[src/rtl/wk_pkg.sv]
package wk_pkg;
  localparam int STAT_W  = 8;
  localparam int WAKE_B  = 6;
  localparam int GCALL_B = 5;
  localparam int SEL_B   = 2;
  localparam logic [STAT_W-1:0] IMPL_MASK = (STAT_W'(1) << WAKE_B) |
                                            (STAT_W'(1) << GCALL_B) |
                                            (STAT_W'(1) << SEL_B);
  localparam logic SEL_STATUS = 1'b0;
  localparam logic SEL_ENABLE = 1'b1;

  typedef enum logic [1:0] {
    RX_IDLE = 2'd0,
    RX_ADDR = 2'd1,
    RX_ACK  = 2'd2,
    RX_HOLD = 2'd3
  } rx_state_e;
endpackage

[src/rtl/wk_line_sync.sv]
module wk_line_sync #(
  parameter int STAGES = 2
) (
  input  logic clk,
  input  logic rst_n,
  input  logic scl_i,
  input  logic sda_i,
  output logic sda_s,
  output logic scl_rise,
  output logic scl_fall,
  output logic start_det,
  output logic stop_det
);
  localparam int N = (STAGES < 2) ? 2 : STAGES;

  logic [N-1:0] scl_ff, sda_ff;
  logic scl_q, sda_q, scl_s;

  always_ff @(posedge clk or negedge rst_n) begin
    if (!rst_n) begin
      scl_ff <= '1;
      sda_ff <= '1;
      scl_q  <= 1'b1;
      sda_q  <= 1'b1;
    end else begin
      scl_ff <= {scl_ff[N-2:0], scl_i};
      sda_ff <= {sda_ff[N-2:0], sda_i};
      scl_q  <= scl_ff[N-1];
      sda_q  <= sda_ff[N-1];
    end
  end

  assign scl_s     = scl_ff[N-1];
  assign sda_s     = sda_ff[N-1];
  assign scl_rise  = scl_s & ~scl_q;
  assign scl_fall  = ~scl_s & scl_q;
  assign start_det = scl_s & scl_q & sda_q & ~sda_s;
  assign stop_det  = scl_s & scl_q & ~sda_q & sda_s;

  assert_start_stop_excl_R2: assert property (@(posedge clk) disable iff (!rst_n)
    !(start_det && stop_det));
endmodule

[src/rtl/wk_addr_rx.sv]
module wk_addr_rx
  import wk_pkg::*;
#(
  parameter int ADDR_W = 7
) (
  input  logic              clk,
  input  logic              rst_n,
  input  logic              scl_rise,
  input  logic              scl_fall,
  input  logic              start_det,
  input  logic              stop_det,
  input  logic              sda_s,
  input  logic              wake_start,
  input  logic [ADDR_W-1:0] own_addr,
  output logic              ack_phase_o,
  output logic              ack_drive_o,
  output logic              ev_gcall,
  output logic              ev_sel
);
  localparam int BYTE_W = ADDR_W + 1;
  localparam int CNT_W  = $clog2(BYTE_W + 1);

  rx_state_e          state;
  logic [BYTE_W-1:0]  shreg;
  logic [CNT_W-1:0]   cnt;
  logic               drop, ack_q;
  logic               gc_hit, own_hit;

  assign gc_hit  = (shreg == '0);
  assign own_hit = (shreg[BYTE_W-1:1] == own_addr);

  always_ff @(posedge clk or negedge rst_n) begin
    if (!rst_n) begin
      state    <= RX_IDLE;
      shreg    <= '0;
      cnt      <= '0;
      drop     <= 1'b0;
      ack_q    <= 1'b0;
      ev_gcall <= 1'b0;
      ev_sel   <= 1'b0;
    end else begin
      ev_gcall <= 1'b0;
      ev_sel   <= 1'b0;
      if (start_det) begin
        state <= RX_ADDR;
        cnt   <= '0;
        drop  <= wake_start;
        ack_q <= 1'b0;
      end else if (stop_det) begin
        state <= RX_IDLE;
        drop  <= 1'b0;
        ack_q <= 1'b0;
      end else begin
        case (state)
          RX_ADDR: begin
            if (scl_rise && cnt != CNT_W'(BYTE_W)) begin
              shreg <= {shreg[BYTE_W-2:0], sda_s};
              cnt   <= cnt + 1'b1;
            end else if (scl_fall && cnt == CNT_W'(BYTE_W)) begin
              state    <= RX_ACK;
              ack_q    <= (gc_hit || own_hit) && !drop;
              ev_gcall <= gc_hit && !drop;
              ev_sel   <= (gc_hit || own_hit) && !drop;
            end
          end
          RX_ACK: begin
            if (scl_fall) begin
              state <= RX_HOLD;
              ack_q <= 1'b0;
            end
          end
          default: ;
        endcase
      end
    end
  end

  assign ack_phase_o = (state == RX_ACK);
  assign ack_drive_o = ack_q;

  // a discarded transfer is never acknowledged
  assert_drop_nack_R4: assert property (@(posedge clk) disable iff (!rst_n)
    (state == RX_ACK && drop) |-> !ack_q);
  // the ACK drive only appears inside the acknowledge clock
  assert_ack_in_phase_R10: assert property (@(posedge clk) disable iff (!rst_n)
    ack_q |-> (state == RX_ACK));
  // a general-call event always comes with a selection event
  assert_gc_event_sel_R5: assert property (@(posedge clk) disable iff (!rst_n)
    ev_gcall |-> ev_sel);
endmodule

[src/rtl/wk_irq_regs.sv]
module wk_irq_regs
  import wk_pkg::*;
(
  input  logic              clk,
  input  logic              rst_n,
  input  logic [STAT_W-1:0] set_vec,
  input  logic              wr_en,
  input  logic              addr,
  input  logic [STAT_W-1:0] wdata,
  output logic [STAT_W-1:0] rdata,
  output logic              irq_o
);
  logic [STAT_W-1:0] st, en, clr, st_base, st_nxt;

  assign clr     = (wr_en && addr == SEL_STATUS) ? (wdata & IMPL_MASK) : '0;
  assign st_base = ((st & ~clr) | set_vec) & IMPL_MASK;

  always_comb begin
    st_nxt        = st_base;
    st_nxt[SEL_B] = st_base[SEL_B] | st_base[GCALL_B];
  end

  always_ff @(posedge clk or negedge rst_n) begin
    if (!rst_n) begin
      st    <= '0;
      en    <= '0;
      irq_o <= 1'b0;
    end else begin
      st <= st_nxt;
      if (wr_en && addr == SEL_ENABLE) en <= wdata & IMPL_MASK;
      irq_o <= |(st & en);
    end
  end

  assign rdata = (addr == SEL_ENABLE) ? en : st;

  // general call implies addressed
  assert_gc_sel_R7: assert property (@(posedge clk) disable iff (!rst_n)
    st[GCALL_B] |-> st[SEL_B]);
  // interrupt follows masked status one clock later
  assert_irq_lag_R9: assert property (@(posedge clk) disable iff (!rst_n)
    irq_o |-> $past(|(st & en)));

  for (genvar b = 0; b < STAT_W; b++) begin : g_bit
    if (IMPL_MASK[b]) begin : g_impl
      // writing 0 to a set bit keeps it
      assert_w0_keep_R7: assert property (@(posedge clk) disable iff (!rst_n)
        (wr_en && addr == SEL_STATUS && !wdata[b] && st[b]) |=> st[b]);
      // a set in the cycle of a clear wins
      assert_set_wins_R8: assert property (@(posedge clk) disable iff (!rst_n)
        set_vec[b] |=> st[b]);
    end else begin : g_none
      assert_unimpl_zero_R7: assert property (@(posedge clk) disable iff (!rst_n)
        !st[b] && !en[b]);
    end
  end
endmodule

[src/rtl/i2c_tgt_wake.sv]
module i2c_tgt_wake
  import wk_pkg::*;
#(
  parameter int SYNC_STAGES = 2,
  parameter int ADDR_W      = 7
) (
  input  logic              clk,
  input  logic              rst_n,
  input  logic              scl_i,
  input  logic              sda_i,
  input  logic              idle_i,
  input  logic [1:0]        clk_act_i,
  input  logic [ADDR_W-1:0] own_addr_i,
  input  logic              reg_wr_i,
  input  logic              reg_addr_i,
  input  logic [STAT_W-1:0] reg_wdata_i,
  output logic [STAT_W-1:0] reg_rdata_o,
  output logic              irq_o,
  output logic              wake_req_o,
  output logic              ack_phase_o,
  output logic              ack_drive_o
);
  logic sda_s, scl_rise, scl_fall, start_det, stop_det;
  logic wake_evt, ev_gcall, ev_sel, wake_q;
  logic [STAT_W-1:0] set_vec;

  wk_line_sync #(.STAGES(SYNC_STAGES)) u_sync (
    .clk(clk), .rst_n(rst_n), .scl_i(scl_i), .sda_i(sda_i),
    .sda_s(sda_s), .scl_rise(scl_rise), .scl_fall(scl_fall),
    .start_det(start_det), .stop_det(stop_det)
  );

  assign wake_evt = start_det && idle_i && !clk_act_i[1];

  wk_addr_rx #(.ADDR_W(ADDR_W)) u_rx (
    .clk(clk), .rst_n(rst_n), .scl_rise(scl_rise), .scl_fall(scl_fall),
    .start_det(start_det), .stop_det(stop_det), .sda_s(sda_s),
    .wake_start(wake_evt), .own_addr(own_addr_i),
    .ack_phase_o(ack_phase_o), .ack_drive_o(ack_drive_o),
    .ev_gcall(ev_gcall), .ev_sel(ev_sel)
  );

  always_comb begin
    set_vec          = '0;
    set_vec[WAKE_B]  = wake_evt;
    set_vec[GCALL_B] = ev_gcall;
    set_vec[SEL_B]   = ev_sel;
  end

  wk_irq_regs u_regs (
    .clk(clk), .rst_n(rst_n), .set_vec(set_vec), .wr_en(reg_wr_i),
    .addr(reg_addr_i), .wdata(reg_wdata_i), .rdata(reg_rdata_o), .irq_o(irq_o)
  );

  always_ff @(posedge clk or negedge rst_n) begin
    if (!rst_n)         wake_q <= 1'b0;
    else if (wake_evt)  wake_q <= 1'b1;
    else if (!idle_i)   wake_q <= 1'b0;
  end
  assign wake_req_o = wake_q;

  // a wakeup only rises from idle with a clock-stopping setting
  assert_wake_gate_R3: assert property (@(posedge clk) disable iff (!rst_n)
    $rose(wake_req_o) |-> ($past(idle_i) && !$past(clk_act_i[1])));
  // the wake flag only appears together with a wakeup request
  assert_wake_flag_R2: assert property (@(posedge clk) disable iff (!rst_n)
    $rose(reg_rdata_o[WAKE_B]) && reg_addr_i == SEL_STATUS |-> wake_req_o);
  // the request holds while idle persists
  assert_wake_hold_R2: assert property (@(posedge clk) disable iff (!rst_n)
    (wake_req_o && idle_i) |=> wake_req_o);
endmodule

[config.mk]
export PLATFORM = sky130hd
export DESIGN_NAME = i2c_tgt_wake
export DESIGN_NICKNAME = d
export VERILOG_FILES = /design/src/rtl/wk_pkg.sv /design/src/rtl/wk_line_sync.sv /design/src/rtl/wk_addr_rx.sv /design/src/rtl/wk_irq_regs.sv /design/src/rtl/i2c_tgt_wake.sv
export SDC_FILE = /design/constraint.sdc
export NUM_CORES = 1
export LEC_CHECK = 0
export BUFFER_PORTS_ARGS = -buffer_cell sky130_fd_sc_hd__buf_2
export CAP_MARGIN = 20
export CORE_UTILIZATION = 45
export DETAILED_ROUTE_END_ITERATION = 8
export PLACE_DENSITY = 0.65
export SETUP_SLACK_MARGIN = 0.15
export SLEW_MARGIN = 10
export SYNTH_ARGS = -nofsm -noshare
export SYNTH_HDL_FRONTEND = slang
export SYNTH_HIERARCHICAL = 1
export SYNTH_SLANG_ARGS = --single-unit
[constraint.sdc]
create_clock -name clk -period 2.15 [get_ports clk]
set_clock_uncertainty 0.15 [all_clocks]
set_input_delay 0.43 -clock clk [delete_from_list [all_inputs] [get_ports clk]]
set_output_delay 0.43 -clock clk [all_outputs]
set_load 0.03 [all_outputs]
==> qor.tcl, run 1 <==
set qor(area_of_the_core_um2) 3100
set qor(non_filler_cells_final) 194
set qor(critical_path.max_fanout) 6
set qor(setup_violations) 0
set qor(clk_transition_reported_paths_ps) 100
set qor(wl_per_cell_um) 12.8
set qor(timing.critical_path.from_type) {flop}
set qor(placed_cells_incl_taps) 184
set qor(synthesis.area_per_instance_um2) 12.7
set qor(avgViaCountPerCell) 5.00
set qor(cap_violations) 0
set qor(p_leak_uw) 0.000828
set qor(cts-root-to-sink-buffers) 2
set qor(first_global_vias) 938
set qor(yosysWarnings) 6
set qor(antenna_cells_inserted) 0
set qor(grt_antenna_before_repair) 0
set qor(drive_gt1_share_pct) 40.0
set qor(cts_tree) {built}
set qor(grt_pass1_wl_mm) 3.97
set qor(max_slew_margin_pct) 54.1
set qor(die_width_um) 59.8
set qor(reg2reg_from) {u_sync/sda_ff[1]$_DFF_PN1_}
set qor(number_of_nets_in_the_layout) 175
set qor(final.period_utilization_pct) 89.6
set qor(worst-r2r-cell-count) 4
set qor(clk_root_buffer_cell) {clkbuf_4}
set qor(post_route_worst_hold_slack_ps) -7.82
set qor(timing.critical_path.from) {u_sync/sda_ff[1]$_DFF_PN1_}
set qor(outcome) {finished, violations left}
set qor(post_synth_instance_area_um2) 1500
set qor(regToRegEndpoint) {u_rx/ack_drive_o$_DFFE_PN0P_}
set qor(crit_arrival_ps) 2030
set qor(cts_hold_buf) 0
set qor(unrepaired_setup_endpoints_after_global_routing) {yes}
set qor(detail_route.drc_violations) 0
set qor(largest_net_degree_at_the_start_of_global_routing) 33
set qor(via_count_of_the_routed_design) 970
set qor(ioPinCount) 36
set qor(finalHoldViolations) 13
set qor(insertion_delay_ps) 320
set qor(timing.final.crit_period_ps) 1930
set qor(htree_levels) 2
set qor(drt_first_pass_iters) 4
set qor(syn_inst) 118
set qor(cp_data_required_time_ps) 2250
set qor(clock.fmax_mhz) 519
set qor(failed_checks) {negative hold slack}
set qor(place_hpwl_mm) 1.79
set qor(setup.reg_to_reg.worst_slack_ps) 220
set qor(worstSetupEndpointType) {flop}
set qor(floorplan.rows) 20
set qor(antenna_left) 0
set qor(power-per-cell-area_nw_per_um2) 900
set qor(clock_sinks) 32
set qor(slew_violations) 0
set qor(worstSetupPathType) {reg -> reg}
set qor(gr-total-overflow) 0
set qor(globalplace.congestion) 0.759
set qor(area.sequential_um2) 808
set qor(drt_iter0_drc) 33
set qor(cts-buffers-inserted) 5
set qor(max_slew.worst_pin.slew_ps) 688
set qor(die_height_um) 59.8
set qor(final.setup.tns_ps) 0
set qor(vdd_drop_max_v) 0.000367
set qor(die_area_um2) 3570
set qor(layout-area-overhead-vs-synth_pct) 15.8
set qor(initial_utilization_pct) 48.4
set qor(fillerInstances) 280
set qor(postRouteWirelength_mm) 2.48
set qor(area_taken_by_multi_input_logic_gates_um2) 642
set qor(global_route.usage.total_pct) 16.0
set qor(port_buffers) 24
set qor(worstHoldPathType) {in -> async}
==> how the worst max path moves through the flow <==
stage / endpoint / cells after the start / slack, ps
finish: u_rx/ack_drive_o$_DFFE_PN0P_ / 4 / 220
global route: u_rx/ack_drive_o$_DFFE_PN0P_ / 4 / 130
CTS: u_rx/ack_drive_o$_DFFE_PN0P_ / 6 / 150
detailed placement: u_rx/ack_drive_o$_DFFE_PN0P_ / 6 / 170
global placement: u_rx/ack_drive_o$_DFFE_PN0P_ / 6 / 220
floorplan: u_rx/shreg[0]$_DFFE_PN0N_ / 4 / 160
==> flip-flops by register name, indices dropped and copies added, names as in the netlist <==
| name | count |
|---|---|
| u_rx/shreg | 8 |
| u_rx/cnt | 4 |
| u_regs/en | 3 |
| u_regs/st | 3 |
| u_rx/state | 2 |
| u_sync/scl_ff | 2 |
| u_sync/sda_ff | 2 |
| u_regs/irq_o | 1 |
| u_rx/ack_drive_o | 1 |
| u_rx/drop | 1 |
| u_rx/ev_gcall | 1 |
| u_rx/ev_sel | 1 |
| u_sync/scl_q | 1 |
| u_sync/sda_q | 1 |
| wake_req_o | 1 |
==> critical path, cell delays in order, from the launching register on <==
cell,delay (ps)
dfstp_2,560
and4b_1,280
nor2_1,200
or4b_4,500
o21ai_0,170
==> layer usage <==
layer | global-route usage, % | up-vias | share of wire, %
met3 | 6.71 | 2 | 5.7
met1 | 16.9 | 470 | 44
li1 | - | 469 | -
met2 | 27.6 | 29 | 49
met4 | 6.98 | 0 | 0.73
met5 | 0 | - | 0
==> per-stage QoR <==
stage          cell area [um^2]  worst slack (ps)  power (uW)  hold slack (ps)  utilization [%]
2_1_floorplan              1520               164        1090            -15.6                -
3_3_place_gp               1650               216        1160              196             53.2
3_5_place_dp               1650               170        1180              198             53.2
4_1_cts                    1720               150        1570           0.0772             55.4
5_1_grt                    1740               132        1670             14.2             56.0
6_report                   1740               224        1560            -7.82             56.0
==> placed cells by master, fill, tap and decap left out, types with 4 or more instances in the layout <==
master,n
buf_2,24
clkbuf_4,5
conb_1,5
dfrtp_1,26
dfstp_2,6
mux2_2,14
nand3b_1,4
nor2_1,7
xnor2_1,7
==> layout make-up <==
class                   count  share of cell area, %
flip-flops and latches     32                   46.5
multi-input cells          79                   36.9
repair buffers             28                   8.85
clock buffers               8                   3.96
well taps                  44                   3.17
inverters                   3                  0.647
==> timing repair <==
| action | in CTS | in global routing |
|---|---|---|
| endpoints found under the setup margin | 0 | 12 |
| resized for setup | 0 | 2 |
| setup buffers | 0 | 2 |
==> report_power, final <==
| group | leakage [uW] | internal, uW | switching [uW] | total [uW] |
|---|---|---|---|---|
| combinational | 0.000386 | 198 | 164 | 362 |
| clock | 0.0000386 | 192 | 184 | 376 |
| sequential | 0.000404 | 716 | 110 | 826 |
| total | 0.000828 | 1110 | 457 | 1560 |
Note: power is estimated with default switching activity, not from simulation.
==> run 2: changes to the inputs <==
Settings changed: CORE_ASPECT_RATIO set to 1.1, CTS_BUF_LIST set to sky130_fd_sc_hd__clkbuf_2 sky130_fd_sc_hd__clkbuf_4 sky130_fd_sc_hd__clkbuf_8.
Clock period 2.15 ns to 2.3 ns, I/O delays scaled along.
==> run 2 against run 1 <==
Compared with the run above:
- the flow finishes with violations (design-rule violations)
- clock power down 8.2%
- clock-buffer cell count unchanged
- non-clock buffer count down 3
- global-route usage down 0.26 points
- sequential power down 6.2%
- combinational power down 12%
- worst setup slack better by 57 ps
- routed wire length down 4.5%
- maximum frequency down 4.6%
- via count down 2.0%
- critical endpoint unchanged
- largest cell class unchanged
==> qor.tcl, run 2 (synthesis gave the netlist of run 1 again) <==
set qor(floorplan.rows) 21 ;# +5.0%
set qor(timing.critical_path.from_type) {flop}
set qor(worstSetupPathType) {reg -> reg}
set qor(global_route.usage.total_pct) 15.7 ;# -0.26 points
set qor(cts-root-to-sink-buffers) 2 ;# unchanged
set qor(number_of_nets_in_the_layout) 172 ;# -1.7%
set qor(cap_violations) 0 ;# unchanged
set qor(crit_end) {u_rx/ack_drive_o$_DFFE_PN0P_}
set qor(swShare_pct) 29.2 ;# about the same
set qor(power_frac_comb_pct) 22.2 ;# -1.0 points
set qor(outcome) {finished, violations left}
set qor(cts_tree) {built}
set qor(postRouteWirelength_mm) 2.36 ;# -4.5%
set qor(antenna_cells_inserted) 0 ;# unchanged
set qor(timing.final.crit_period_ps) 2020 ;# +93.1 ps
set qor(share_seq_of_total_power_pct) 53.8 ;# +1.0 points
set qor(regToRegEndpoint) {u_rx/ack_drive_o$_DFFE_PN0P_}
set qor(drt_iter0_drc) 38 ;# +15%
set qor(post_cts_resize_count) 0 ;# unchanged
set qor(cpPeakStageDelay_ps) 550 ;# about the same
set qor(reg2reg_from) {u_sync/sda_ff[1]$_DFF_PN1_}
set qor(most-common-layout-cells) {dfrtp_1 (26), buf_2 (24), mux2_2 (14)}
set qor(globalplace.congestion) 0.784 ;# +3.3%
set qor(grt_antenna_before_repair) 0 ;# unchanged
set qor(ioPinCount) 36 ;# unchanged
set qor(htree_levels) 2 ;# unchanged
set qor(first_global_vias) 960 ;# +2.3%
set qor(power_switching_uw) 421 ;# -8.0%
set qor(path_depth) 4 ;# unchanged
set qor(critical_path.max_fanout) 10 ;# +4
set qor(die_width_um) 57.1 ;# -4.5%
set qor(final.period_utilization_pct) 87.8 ;# -1.8 points
set qor(gr-total-overflow) 0 ;# unchanged
set qor(vdd_drop_max_v) 0.000448 ;# +22%
set qor(via_count_of_the_routed_design) 951 ;# -2.0%
set qor(avgViaCountPerCell) 5.25 ;# +5.1%
set qor(die_height_um) 62.6 ;# +4.7%
set qor(placed_cells_incl_taps) 173 ;# -6.0%
set qor(cts-buffers-inserted) 5 ;# unchanged
set qor(port_buffers) 24 ;# unchanged
set qor(grt_pass1_wl_mm) 4.17 ;# +5.2%
set qor(area_of_the_core_um2) 3100 ;# about the same
set qor(clk_transition_reported_paths_ps) 90 ;# about the same
set qor(largest_register_ff_count) 8 ;# unchanged
set qor(max_slew_margin_pct) 54.0 ;# -0.12 points
set qor(clock.fmax_mhz) 495 ;# -4.6%
set qor(timing.critical_path.from) {u_sync/sda_ff[1]$_DFF_PN1_}
set qor(cp_num_buf_inv) 0 ;# unchanged
set qor(worst-r2r-cell-count) 4 ;# unchanged
set qor(top_registers) {u_rx/shreg (8), u_rx/cnt (4)}
set qor(critical-path-top-delay-family) {simple AND/OR/NAND/NOR gates}
set qor(detail_route.drc_violations) 6 ;# +6
set qor(finalHoldViolations) 0 ;# -13
set qor(p_int_uw) 1020 ;# -8.0%
set qor(power-per-cell-area_nw_per_um2) 848 ;# -5.7%
set qor(initial_utilization_pct) 48.4 ;# about the same
set qor(antenna_left) 0 ;# unchanged
set qor(top_register) {u_rx/shreg}
set qor(cts_hold_buf) 0 ;# unchanged
set qor(crit_arrival_ps) 2120 ;# +90 ps
set qor(unrepaired_setup_endpoints_after_global_routing) {no}
set qor(failed_checks) {design-rule violations}
set qor(die_area_um2) 3570 ;# about the same
set qor(final.setup.tns_ps) 0 ;# unchanged
set qor(setup_violations) 0 ;# unchanged
set qor(wl_per_cell_um) 13.1 ;# +2.3%
set qor(cp_data_required_time_ps) 2400 ;# +150 ps
set qor(clk_root_buffer_cell) {clkbuf_4}
set qor(setup.reg_to_reg.worst_slack_ps) 280 ;# +60 ps
set qor(cts_post_setup_buffers_inserted) 0 ;# unchanged
set qor(drive_gt1_share_pct) 38.8 ;# -1.2 points
set qor(max_slew.worst_pin.slew_ps) 690 ;# +1.81 ps
set qor(largest_net_degree_at_the_start_of_global_routing) 33 ;# unchanged
set qor(place_hpwl_mm) 1.72 ;# -4.4%
set qor(layout-area-overhead-vs-synth_pct) 13.0
set qor(drt_first_pass_iters) 6 ;# +2
set qor(clock_sinks) 32 ;# unchanged
set qor(critical_path.slowest_cell) {dfstp_2}
set qor(final_common_cell) {dfrtp_1}
set qor(p_leak_uw) 0.000814 ;# -1.7%
set qor(non_filler_cells_final) 181 ;# -6.7%
set qor(clock_power_share_pct) 24.0 ;# about the same
set qor(insertion_delay_ps) 320 ;# about the same
set qor(slew_violations) 0 ;# unchanged
set qor(worstHoldPathType) {in -> async}
set qor(worstSetupEndpointType) {flop}
set qor(path_cells) {and4b_1, nor2_1, or4b_4, o21ai_0}
-- run 2: changes by cell type in the layout (fill, tap and decap cells not counted) --
cell / previous run / this run
buf_4: 3 / 1
clkbuf_4: 5 / 7
and3b_1: 0 / 1
and3b_2: 1 / 0
buf_6: 1 / 0
clkbuf_1: 1 / 0
clkbuf_8: 2 / 1
-- run 2: routing by layer --
metal | GRT usage [%] | part of all wire, %
met5 | 0 | 0
met4 | 7.32 | 1.8
met3 | 6.21 | 7.0
met2 | 24.0 | 45
met1 | 19.4 | 46
-- run 2: area by class of cell --
class / count / area, um^2
fillers: 282 / 1400
flip-flops and latches: 32 / 808
multi-input cells: 79 / 641
repair buffers: 25 / 128
clock buffers: 8 / 66.3
well taps: 34 / 42.5
inverters: 3 / 11.3
-- run 2: power groups by stage --
| stage | combinational (uW) | sequential [uW] | clock [uW] |
|---|---|---|---|
| floorplan | 256 | 763 | 0 |
| global placement | 309 | 776 | 0 |
| detailed placement | 323 | 783 | 0 |
| CTS | 325 | 773 | 359 |
| global route | 361 | 797 | 391 |
| finish | 320 | 775 | 345 |
-- run 2: through the flow --
stage | util [%] | setup WS [ps] | area (um^2) | hold WS (ps) | power, uW
floorplan | - | 314 | 1520 | 14.4 | 1020
global placement | 52.6 | 309 | 1630 | 197 | 1080
detailed placement | 52.6 | 291 | 1630 | 198 | 1110
CTS | 54.7 | 269 | 1700 | 37.3 | 1460
global route | 54.7 | 150 | 1700 | 41.8 | 1550
finish | 54.7 | 280 | 1700 | 24.6 | 1440
-- run 2: how the worst min path moves through the flow --
stage | start | to | slack (ps) | depth (start not counted)
4_1_cts | rst_n | u_rx/shreg[0]$_DFFE_PN0N_ | 40 | 1
6_report | rst_n | u_rx/cnt[0]$_DFFE_PN0P_ | 20 | 1
3_5_place_dp | u_sync/scl_ff[0]$_DFF_PN1_ | u_sync/scl_ff[1]$_DFF_PN1_ | 200 | 0
3_3_place_gp | u_sync/scl_ff[0]$_DFF_PN1_ | u_sync/scl_ff[1]$_DFF_PN1_ | 200 | 0
2_1_floorplan | rst_n | u_regs/en[2]$_DFFE_PN0P_ | 10 | 0
5_1_grt | scl_i | u_sync/scl_ff[0]$_DFF_PN1_ | 40 | 1
==> run 3: changes to the inputs <==
--- a/config.mk
+++ b/config.mk
@@ -12,2 +12,3 @@
 export CTS_BUF_LIST = sky130_fd_sc_hd__clkbuf_2 sky130_fd_sc_hd__clkbuf_4 sky130_fd_sc_hd__clkbuf_8
+export CTS_CLUSTER_SIZE = 25
 export DETAILED_ROUTE_END_ITERATION = 8
@@ -15,2 +16,3 @@
 export SETUP_SLACK_MARGIN = 0.15
+export SKIP_CTS_REPAIR_TIMING = 1
 export SLEW_MARGIN = 10
==> constraint.sdc (replaced) <==
create_clock -name clk -period 2.3 [get_ports clk]
set_clock_uncertainty 0.15 [all_clocks]
set_input_delay 0.345 -clock clk [delete_from_list [all_inputs] [get_ports clk]]
set_output_delay 0.345 -clock clk [all_outputs]
set_load 0.03 [all_outputs]
==> run 3 against run 2 <==
Compared with the run above:
- the run still ends with design-rule violations left
- via count is 2.6% higher
- die area unchanged
- non-clock buffer count is 3 higher
- sequential share of layout area down 0.86 points
- critical path depth is 2 higher
- worst setup slack better by 26 ps
- routed wire length down 0.68%
- highest routed layer unchanged
==> qor.tcl, run 3 (synthesis gave the netlist of run 1 again) <==
set qor(critical-path-top-delay-family) {simple AND/OR/NAND/NOR gates}
set qor(max_slew.worst_pin.slew_ps) 688 ;# -2.26 ps
set qor(final.period_utilization_pct) 86.7 ;# -1.1 points
set qor(final.setup.tns_ps) 0 ;# unchanged
set qor(max_slew_margin_pct) 54.1 ;# +0.15 points
set qor(initial_utilization_pct) 48.4 ;# unchanged
set qor(fillerInstances) 277 ;# -1.8%
set qor(die_area_um2) 3570 ;# unchanged
set qor(power-per-cell-area_nw_per_um2) 835 ;# -1.6%
set qor(die_width_um) 57.1 ;# unchanged
set qor(postRouteWirelength_mm) 2.35 ;# -0.68%
set qor(largest_net_degree_at_the_start_of_global_routing) 33 ;# unchanged
set qor(outcome) {finished, violations left}
set qor(floorplan.rows) 21 ;# unchanged
set qor(non_filler_cells_final) 184 ;# +1.7%
set qor(setup_violations) 0 ;# unchanged
set qor(drt_first_pass_iters) 7 ;# +1
set qor(clock.fmax_mhz) 502 ;# +1.3%
set qor(cap_violations) 0 ;# unchanged
set qor(via_count_of_the_routed_design) 976 ;# +2.6%
set qor(met1_usage_pct) 19.4 ;# -0.026 points
set qor(layout-area-overhead-vs-synth_pct) 15.1
set qor(port_buffers) 24 ;# unchanged
set qor(cp_num_buf_inv) 1 ;# +1
set qor(detail_route.drc_violations) 6 ;# unchanged
set qor(slew_violations) 0 ;# unchanged
set qor(most-common-layout-cells) {dfrtp_1 (26), buf_2 (24), mux2_2 (14)}
set qor(worstSetupEndpointType) {flop}
set qor(ioPinCount) 36 ;# unchanged
set qor(finalHoldViolations) 0 ;# unchanged
set qor(timing.final.crit_period_ps) 1990 ;# -25.9 ps
set qor(drt_iter0_drc) 42 ;# +11%
set qor(area.sequential_um2) 808 ;# unchanged
set qor(top_registers) {u_rx/shreg (8), u_rx/cnt (4)}
set qor(place_hpwl_mm) 1.72 ;# +0.20%
set qor(cts-root-to-sink-buffers) 2 ;# unchanged
set qor(holdCritStartpoint) {idle_i}
set qor(grt_pass1_wl_mm) 4.17 ;# unchanged
set qor(hold_path_end) {wake_req_o$_DFFE_PN0P_}
set qor(cpPeakStageDelay_ps) 510 ;# -40 ps
set qor(gr-total-overflow) 0 ;# unchanged
set qor(timing.critical_path.from_type) {flop}
set qor(cp_data_required_time_ps) 2400 ;# about the same
set qor(dp_worst_setup_slack_ps) 291 ;# +0.768 ps
set qor(area_of_the_core_um2) 3100 ;# unchanged
set qor(failed_checks) {design-rule violations}
set qor(p_leak_uw) 0.000826 ;# +1.5%
set qor(cts-buffers-inserted) 5 ;# unchanged
set qor(clk_transition_reported_paths_ps) 90 ;# about the same
set qor(worstSetupPathType) {reg -> reg}
set qor(grt_util_met2_pct) 24.0 ;# unchanged
set qor(whs_path_depth) 2
set qor(first_global_vias) 961 ;# +0.10%
set qor(gr-max-usage-layer) {met2}
set qor(placed_cells_incl_taps) 173 ;# unchanged
set qor(crit_arrival_ps) 2090 ;# -30 ps
set qor(htree_levels) 2 ;# unchanged
set qor(avgViaCountPerCell) 5.30 ;# +0.96%
set qor(reg2reg_from) {u_rx/cnt[0]$_DFFE_PN0P_}
set qor(grt_antenna_before_repair) 0 ;# unchanged
set qor(top_register) {u_rx/shreg}
set qor(global_route.usage.total_pct) 15.7 ;# about the same
set qor(fin_util_pct) 55.7 ;# +1.0 points
set qor(critical_path.max_fanout) 6 ;# -4
set qor(antenna_left) 0 ;# unchanged
set qor(wl_per_cell_um) 12.8 ;# -2.3%
set qor(clock_sinks) 32 ;# unchanged
set qor(path_cells) {inv_1, ha_1, and3b_1, nand2_1, or4b_4, o21ai_0}
set qor(area_taken_by_multi_input_logic_gates_um2) 642 ;# +0.20%
set qor(insertion_delay_ps) 320 ;# about the same
set qor(regToRegEndpoint) {u_rx/ack_drive_o$_DFFE_PN0P_}
set qor(final_common_cell) {dfrtp_1}
set qor(drive_gt1_share_pct) 38.7 ;# -0.11 points
set qor(largest_register_ff_count) 8 ;# unchanged
set qor(number_of_nets_in_the_layout) 175 ;# +1.7%
set qor(final.setup.worst_slack_ps) 306 ;# +25.9 ps
set qor(setup.reg_to_reg.worst_slack_ps) 310 ;# +30 ps
set qor(grtUsageMet3_pct) 6.21 ;# unchanged
set qor(antenna_cells_inserted) 0 ;# unchanged
set qor(clk_root_buffer_cell) {clkbuf_4}
set qor(vdd_drop_max_v) 0.000425 ;# -5.1%
set qor(critical_path.slowest_cell) {or4b_4}
set qor(unrepaired_setup_endpoints_after_global_routing) {no}
set qor(die_height_um) 62.6 ;# unchanged
set qor(cts_tree) {built}
set qor(worst-r2r-cell-count) 6 ;# +2
set qor(worstHoldPathType) {in -> reg}
set qor(globalplace.congestion) 0.784 ;# about the same
==> run 3: cell count changes in the layout (fill, tap and decap cells not counted) <==
| cell | previous run | this run |
|---|---|---|
| and4b_2 | 0 | 1 |
| and4b_1 | 2 | 1 |
| dlygate4sd3_1 | 0 | 3 |
==> run 3: per-layer routing <==
layer	share of wire [%]	up-vias	wire length, um
met4	1.8	0	42
met2	46	32	1070
met1	46	467	1080
met3	6.6	5	154
li1	-	472	-
met5	0	-	0
==> run 3: power by group <==
| part | leakage [uW] | internal, uW | switching [uW] |
|---|---|---|---|
| registers | 0.000404 | 670 | 104 |
| logic | 0.000383 | 178 | 145 |
| clock network | 0.0000394 | 174 | 171 |
==> run 3: worst max path at each step <==
stage | slack [ps] | from | endpoint | cells after the start
2_1_floorplan | 310 | u_sync/sda_ff[1]$_DFF_PN1_ | u_rx/shreg[0]$_DFFE_PN0N_ | 4
5_1_grt | 160 | u_rx/cnt[0]$_DFFE_PN0P_ | u_rx/ack_drive_o$_DFFE_PN0P_ | 6
3_3_place_gp | 310 | u_sync/sda_ff[1]$_DFF_PN1_ | u_rx/shreg[4]$_DFFE_PN0N_ | 4
3_5_place_dp | 290 | u_sync/sda_ff[1]$_DFF_PN1_ | u_rx/shreg[6]$_DFFE_PN0N_ | 4
6_report | 310 | u_rx/cnt[0]$_DFFE_PN0P_ | u_rx/ack_drive_o$_DFFE_PN0P_ | 6
4_1_cts | 270 | u_sync/sda_ff[1]$_DFF_PN1_ | u_rx/ack_drive_o$_DFFE_PN0P_ | 4
==> run 3: final cells by class <==
class	instances	area share, %
clock buffer	8	3.84
inverter	3	0.652
multi-input combinational	79	37.1
sequential	32	46.8
tap	34	2.46
timing repair buffer	28	9.12
==> run 3: through the flow <==
step | area (um^2) | power, uW | hold slack, ps
2_1_floorplan | 1520 | 1020 | -101
3_3_place_gp | 1630 | 1080 | 197
3_5_place_dp | 1630 | 1110 | 198
4_1_cts | 1700 | 1460 | -77.4
5_1_grt | 1730 | 1550 | 63.6
6_report | 1730 | 1440 | 89.3
